## config.mk

```make
export PLATFORM = sky130hd
export DESIGN_NAME = pkmm_search
export DESIGN_NICKNAME = d
export VERILOG_FILES = /design/src/rtl/pkmm_pkg.sv /design/src/rtl/pkmm_cmp.sv /design/src/rtl/pkmm_lane.sv /design/src/rtl/pkmm_merge.sv /design/src/rtl/pkmm_search.sv
export SDC_FILE = /design/constraint.sdc
export NUM_CORES = 1
export LEC_CHECK = 0
export ABC_AREA = 1
export BUFFER_PORTS_ARGS = -buffer_cell sky130_fd_sc_hd__buf_2
export CORE_ASPECT_RATIO = 1.1
export CORE_MARGIN = 2
export CORE_UTILIZATION = 45
export CTS_CLUSTER_SIZE = 12
export DETAILED_ROUTE_END_ITERATION = 10
export PLACE_DENSITY = 0.66
export SYNTH_ARGS = -nofsm -noshare
export SYNTH_HDL_FRONTEND = slang
export SYNTH_SLANG_ARGS = --single-unit
```

## constraint.sdc

```tcl
create_clock -name clk -period 3.35 [get_ports clk]
set_input_delay 0.5025 -clock clk [delete_from_list [all_inputs] [get_ports clk]]
set_output_delay 0.5025 -clock clk [all_outputs]
set_load 0.03 [all_outputs]
```

## src/rtl/pkmm_pkg.sv

```systemverilog
// Shared types for the packed extreme search.
package pkmm_pkg;
    // Direction of the search; the value equals the seek_min pin.
    typedef enum logic {
        PK_SEEK_MAX = 1'b0,
        PK_SEEK_MIN = 1'b1
    } pk_seek_e;
endpackage

```

## src/rtl/pkmm_cmp.sv

```systemverilog
// Signed comparator for one lane.
// Asserts take_o when cand_i should replace held_i: greater-or-equal when
// searching for the maximum, less-or-equal when searching for the minimum.
// Assumes both operands are two's complement of width W.
module pkmm_cmp
    import pkmm_pkg::*;
#(
    parameter int W = 16
) (
    input  logic signed [W-1:0] cand_i,
    input  logic signed [W-1:0] held_i,
    input  pk_seek_e            seek_i,
    output logic                take_o
);
    // Inclusive comparison in the selected direction.
    always_comb begin
        if (seek_i == PK_SEEK_MAX) take_o = (cand_i >= held_i);
        else                       take_o = (cand_i <= held_i);
    end
endmodule

```

## src/rtl/pkmm_lane.sv

```systemverilog
// One search lane: holds the running extreme and its element position.
// On a step it loads the candidate when load_i is set (the first word of a
// scan) or when the comparator says the candidate wins, ties included.
// The next-state values are exported so the merge can use them in the same
// cycle. Assumes seek_i is stable for the whole scan (the top guarantees it).
module pkmm_lane
    import pkmm_pkg::*;
#(
    parameter int W  = 16,
    parameter int IW = 16
) (
    input  logic                clk,
    input  logic                rst_n,
    input  logic                step_i,
    input  logic                load_i,
    input  pk_seek_e            seek_i,
    input  logic signed [W-1:0] cand_i,
    input  logic [IW-1:0]       cand_idx_i,
    output logic signed [W-1:0] val_nx_o,
    output logic [IW-1:0]       idx_nx_o
);
    logic signed [W-1:0] val_q;
    logic [IW-1:0]       idx_q;
    logic                take;

    pkmm_cmp #(.W(W)) u_cmp (
        .cand_i (cand_i),
        .held_i (val_q),
        .seek_i (seek_i),
        .take_o (take)
    );

    // Next-state choice: keep the held pair or replace it with the candidate.
    always_comb begin
        val_nx_o = val_q;
        idx_nx_o = idx_q;
        if (step_i && (load_i || take)) begin
            val_nx_o = cand_i;
            idx_nx_o = cand_idx_i;
        end
    end

    // Running-extreme register with synchronous active-low reset.
    always_ff @(posedge clk) begin
        if (!rst_n) begin
            val_q <= '0;
            idx_q <= '0;
        end else begin
            val_q <= val_nx_o;
            idx_q <= idx_nx_o;
        end
    end

    // Within a scan the held value only moves in the search direction.
    assert_lane_monotone_R3: assert property (@(posedge clk) disable iff (!rst_n)
        (step_i && !load_i) |=>
            (($past(seek_i) == PK_SEEK_MAX) ? (val_q >= $past(val_q))
                                            : (val_q <= $past(val_q))));

    // A tie moves the pointer to the newer element.
    assert_lane_tie_R5: assert property (@(posedge clk) disable iff (!rst_n)
        (step_i && !load_i && (cand_i == val_q)) |=> (idx_q == $past(cand_idx_i)));

    // A changed value always carries the candidate's position.
    assert_lane_ptr_R5: assert property (@(posedge clk) disable iff (!rst_n)
        step_i |=> ((val_q == $past(val_q)) || (idx_q == $past(cand_idx_i))));
endmodule

```

## src/rtl/pkmm_merge.sv

```systemverilog
// Merges the two lane results into one.
// The same inclusive comparison as in the lanes decides which lane wins.
// On equal values the larger position wins, so the overall answer is the
// last occurrence of the extreme. Purely combinational.
module pkmm_merge
    import pkmm_pkg::*;
#(
    parameter int W  = 16,
    parameter int IW = 16
) (
    input  logic signed [W-1:0] lo_val_i,
    input  logic [IW-1:0]       lo_idx_i,
    input  logic signed [W-1:0] hi_val_i,
    input  logic [IW-1:0]       hi_idx_i,
    input  pk_seek_e            seek_i,
    output logic signed [W-1:0] val_o,
    output logic [IW-1:0]       idx_o
);
    logic lo_holds;

    pkmm_cmp #(.W(W)) u_cmp (
        .cand_i (lo_val_i),
        .held_i (hi_val_i),
        .seek_i (seek_i),
        .take_o (lo_holds)
    );

    // The high lane wins when strictly better, or when tied at a later position.
    always_comb begin
        if (!lo_holds || ((lo_val_i == hi_val_i) && (hi_idx_i > lo_idx_i))) begin
            val_o = hi_val_i;
            idx_o = hi_idx_i;
        end else begin
            val_o = lo_val_i;
            idx_o = lo_idx_i;
        end
    end
endmodule

```

## src/rtl/pkmm_search.sv

```systemverilog
// Top of the packed two-lane extreme search.
// It accepts one word per cycle when in_valid is high. Each word holds two
// signed halves: the low half is element 2w and the high half is element 2w+1.
// The search mode is latched with the first word of each scan. The merged
// result is registered together with a one-cycle done pulse.
// Assumes a scan holds at most 2**(IDX_W-1) words.
module pkmm_search
    import pkmm_pkg::*;
#(
    parameter int LANE_W = 16,
    parameter int IDX_W  = 16
) (
    input  logic                     clk,
    input  logic                     rst_n,
    input  logic                     seek_min,
    input  logic                     in_valid,
    input  logic                     in_last,
    input  logic [2*LANE_W-1:0]      in_word,
    output logic                     res_done,
    output logic signed [LANE_W-1:0] res_value,
    output logic [IDX_W-1:0]         res_index
);
    localparam int LANES = 2;
    localparam int CNT_W = IDX_W - 1;

    logic                     in_scan_q;
    logic [CNT_W-1:0]         word_cnt_q;
    pk_seek_e                 seek_q;
    pk_seek_e                 seek_eff;
    logic                     first_word;
    logic                     end_accept;
    logic signed [LANE_W-1:0] lane_val_nx [LANES];
    logic [IDX_W-1:0]         lane_idx_nx [LANES];
    logic signed [LANE_W-1:0] merge_val;
    logic [IDX_W-1:0]         merge_idx;

    // Scan-start detection and the mode used for the current word.
    always_comb begin
        first_word = !in_scan_q;
        end_accept = in_valid && in_last;
        seek_eff   = first_word ? pk_seek_e'(seek_min) : seek_q;
    end

    // Scan state: whether a scan is open, the word counter and the latched mode.
    always_ff @(posedge clk) begin
        if (!rst_n) begin
            in_scan_q  <= 1'b0;
            word_cnt_q <= '0;
            seek_q     <= PK_SEEK_MAX;
        end else if (in_valid) begin
            if (first_word) seek_q <= seek_eff;
            if (in_last) begin
                in_scan_q  <= 1'b0;
                word_cnt_q <= '0;
            end else begin
                in_scan_q  <= 1'b1;
                word_cnt_q <= word_cnt_q + CNT_W'(1);
            end
        end
    end

    // One lane per packed half; the element position is {word count, lane}.
    for (genvar g = 0; g < LANES; g++) begin : g_lane
        localparam logic LANE_BIT = (g == 1);
        pkmm_lane #(.W(LANE_W), .IW(IDX_W)) u_lane (
            .clk        (clk),
            .rst_n      (rst_n),
            .step_i     (in_valid),
            .load_i     (first_word),
            .seek_i     (seek_eff),
            .cand_i     (in_word[g*LANE_W +: LANE_W]),
            .cand_idx_i ({word_cnt_q, LANE_BIT}),
            .val_nx_o   (lane_val_nx[g]),
            .idx_nx_o   (lane_idx_nx[g])
        );
    end

    pkmm_merge #(.W(LANE_W), .IW(IDX_W)) u_merge (
        .lo_val_i (lane_val_nx[0]),
        .lo_idx_i (lane_idx_nx[0]),
        .hi_val_i (lane_val_nx[1]),
        .hi_idx_i (lane_idx_nx[1]),
        .seek_i   (seek_eff),
        .val_o    (merge_val),
        .idx_o    (merge_idx)
    );

    // Result register: captures the merge when the closing word is accepted.
    always_ff @(posedge clk) begin
        if (!rst_n) begin
            res_done  <= 1'b0;
            res_value <= '0;
            res_index <= '0;
        end else begin
            res_done <= end_accept;
            if (end_accept) begin
                res_value <= merge_val;
                res_index <= merge_idx;
            end
        end
    end

    // Reset clears every output on the following cycle.
    assert_reset_clear_R1: assert property (@(posedge clk)
        !rst_n |=> (!res_done && (res_value == '0) && (res_index == '0)));

    // Without a closing word there is no pulse and the result stays frozen.
    assert_result_hold_R8: assert property (@(posedge clk) disable iff (!rst_n)
        !end_accept |=> (!res_done && $stable(res_value) && $stable(res_index)));

    // The published pair always comes from one of the two lanes.
    assert_merge_source_R3: assert property (@(posedge clk) disable iff (!rst_n)
        end_accept |=> res_done &&
            (((res_value == $past(lane_val_nx[0])) && (res_index == $past(lane_idx_nx[0]))) ||
             ((res_value == $past(lane_val_nx[1])) && (res_index == $past(lane_idx_nx[1])))));

    // Equal lane values resolve to the larger position.
    assert_merge_tie_R6: assert property (@(posedge clk) disable iff (!rst_n)
        (end_accept && (lane_val_nx[0] == lane_val_nx[1])) |=>
            (res_index == (($past(lane_idx_nx[1]) > $past(lane_idx_nx[0]))
                           ? $past(lane_idx_nx[1]) : $past(lane_idx_nx[0]))));
endmodule

```

==> impl_metrics.yaml <==
logic_synthesis:
  ys_warn_count: 0
  yosysSeqAreaShare: 0.343
  netlist_area_um2: 6650
  ys.flop_type: "dfxtp_1"
  syn_avg_cell_area_um2: 6.99
  synthCells: 952
  synth_edf_count: 0
  syn_nets: 1054
  async_reset_ff_frac: 0
  synthDistinctLibCells: 36
  synth-seq-cells: 114
placement:
  dp_cells: 1324
  portBuffers: 69
  dp_hpwl_um: 13000
  gp_congestion: 0.844
  place_ws_ns: -0.679
drt:
  post-route-drc-count: 0
  final_antenna_net_count: 0
  wl_per_cell_um: 18.2
  route.vias.total: 7611
  drtPass1Iterations: 6
  drtIter0Drc: 518
  viasPerCell: 5.46
  wl_um: 25300
sta:
  rsz0062_at_grt: "yes"
  worst_pin_slew_ns: 0.830
  setup_viol: 32
  drv_slew: 0
  fmax_mhz: 253
  fin_crit_ns: 3.96
  fin_skew_ns: 0.00827
  finalHoldViolations: 0
  setup_slack_ns: -0.607
  post-route-period-util: 1.18
  whs_ns: 0.381
  maxSlewHeadroom: 0.447
cells_and_area:
  fin_nets: 1292
  syn_to_final_growth_pct: 63.2
  drive_above_1_share: 0.536
  fin_cells: 1394
  fillers: 946
  num_antenna_cells: 0
  final_util: 0.751
global_routing:
  antenna_found_initial: 0
  grt-ovfl-total: 0
  grt_usage: 0.286
  grt_max_degree: 67
  grt_pass1_wl_um: 35600
  grt_pass1_vias: 7557
power_and_ir_drop:
  leakage_nw: 5.15
  powerDensity_nw_per_um2: 481
  irDropWorstVdd_v: 0.000401
clock_network:
  htreeDepth: 4
  clock_path_buffers: 2
  cts_root_buf: "clkbuf_16"
  cts_buffers: 17
  clk_latency_ns: 0.43
  cts_tree: "done"
  cts_hold_buf: 0
  clkSinkCount: 114
  clk_pin_slew_ns: 0.06
setup_path:
  critPathLaunchType: "flop"
  worstSetupEndpointType: "flop"
  crit_fanout: 13
  cp_slowest_stage_delay_ns: 0.33
  required_ns: 3.68
  worstSetupPathType: "reg2reg"
  cp_slowest_cell: "dfxtp_2"
  reg2reg_depth: 29
  crit_arrival_ns: 4.29
floorplanning:
  initial_core_util: 0.460
  io_pins: 70
  core.rowCount: 46
  die_h_um: 132
  die_w_um: 120
  fp.coreArea_um2: 14400
  fp.dieArea_um2: 15800
flow_run:
  max_cap_violations: 0
min_path:
  hold_path_class: "in2reg"
  min_path_cells: 2
status:
  status: "finished, violations left"
  violations: "negative setup slack"
## metrics by stage
step	setup TNS (ns)	instance area, um2	total power, mW
global placement	-19.37	8260	2.78
finish	-17.78	10900	5.22
global route	-23.02	10900	5.41
floorplan	0	6710	2.36
detailed placement	-20.46	8260	2.80
CTS	-8.38	10100	4.82
## per-layer routing
metal,global-route usage,part of all wire,wire length [um]
met1,0.318,0.38,9720
met2,0.498,0.50,12700
met3,0.0677,0.069,1750
met4,0.150,0.045,1130
met5,0,0,0
## repair_timing
item	CTS	global route
buffers inserted	16	21
gates cloned	8	1
pin swaps	53	77
setup endpoints to repair	32	32
resized for setup	213	156
## cell usage in the layout (no fill, tap or decap), types with 3 or more instances in the layout
| cell | instances |
|---|---|
| nor2_4 | 5 |
| nor2_2 | 11 |
| dfxtp_2 | 19 |
| buf_12 | 15 |
| o21ai_0 | 5 |
| a21oi_1 | 22 |
| a21o_1 | 4 |
| buf_16 | 3 |
| nand2_4 | 9 |
| dfxtp_1 | 95 |
| a21oi_4 | 3 |
| nand3_2 | 85 |
| o21ai_1 | 3 |
| buf_8 | 5 |
| nand2_1 | 160 |
| nor2_1 | 86 |
| nand2_2 | 56 |
| clkbuf_1 | 6 |
| a21oi_2 | 12 |
| nand4_1 | 5 |
| and2_4 | 48 |
| clkinv_2 | 5 |
| nand2_8 | 3 |
| ha_4 | 41 |
| ha_1 | 24 |
| buf_6 | 10 |
| inv_1 | 44 |
| buf_2 | 69 |
| nand3_4 | 8 |
| and2_1 | 14 |
| nor3_1 | 6 |
| inv_2 | 53 |
| clkbuf_16 | 18 |
| nand3_1 | 73 |
| buf_4 | 155 |
## path summary, 6_finish.rpt
| check | from | end | slack [ns] |
|---|---|---|---|
| worst min register to register | res_value[8] | res_value[8] | 0.44 |
| worst max-delay path | g_lane[1].u_lane.val_q[13] | res_value[5] | -0.61 |
| worst min-delay path | rst_n | word_cnt_q[0] | 0.38 |
| worst max register to register | g_lane[1].u_lane.val_q[13] | res_value[5] | -0.61 |
## logic make-up after synthesis
group / after synthesis / synth area share
AO/OA/AOI/OAI: 56 / 0.0484
XOR/XNOR: 4 / 0.00527
adder cells (fa/ha/maj): 65 / 0.122
buffers and inverters: 139 / 0.0894
flip-flops: 114 / 0.343
AND/OR/NAND/NOR: 574 / 0.392
## critical path: cells and delay by family (launching register included)
| kind | cells | cell delay (ns) |
|---|---|---|
| simple gates | 18 | 1.85 |
| buf+inv | 8 | 0.90 |
| fa+ha+maj | 2 | 0.56 |
| flops | 1 | 0.33 |
| compound gates | 1 | 0.20 |
## power by group
group / switching, mW / total (mW) / leakage [nW] / internal, mW
Clock: 0.647 / 1.62 / 0.251 / 0.970
Sequential: 0.0446 / 1.49 / 0.935 / 1.44
Combinational: 1.17 / 2.12 / 3.97 / 0.942
## area by class of cell
| cell class | instances | area, um2 | share of cell area |
|---|---|---|---|
| Clock buffer | 25 | 475 | 0.0438 |
| Sequential cell | 114 | 2310 | 0.212 |
| Multi-Input combinational cell | 699 | 5320 | 0.490 |
| Clock inverter | 6 | 32.5 | 0.00300 |
| Inverter | 100 | 378 | 0.0348 |
| Tap cell | 192 | 240 | 0.0221 |
| Timing Repair Buffer | 258 | 2100 | 0.194 |
## sequential cells by signal (all words and copies together) (netlist names)
signal,flops
seek_q,1
in_scan_q,1
res_index,16
res_done,1
res_value,16
g_lane.u_lane.idx_q,32
g_lane.u_lane.val_q,32
word_cnt_q,15
## synthesized netlist by cell type, types with 6 or more instances
cell | count | share of area
nand3_1 | 164 | 0.12
inv_2 | 41 | 0.023
nor3_1 | 8 | 0.0060
dfxtp_1 | 114 | 0.34
nand2_1 | 224 | 0.13
buf_6 | 6 | 0.010
a21oi_1 | 36 | 0.027
inv_1 | 57 | 0.032
ha_1 | 65 | 0.12
clkbuf_1 | 15 | 0.0085
and2_1 | 62 | 0.058
buf_2 | 10 | 0.0075
nor2_1 | 98 | 0.055
Power figures use the tool's default switching activity.
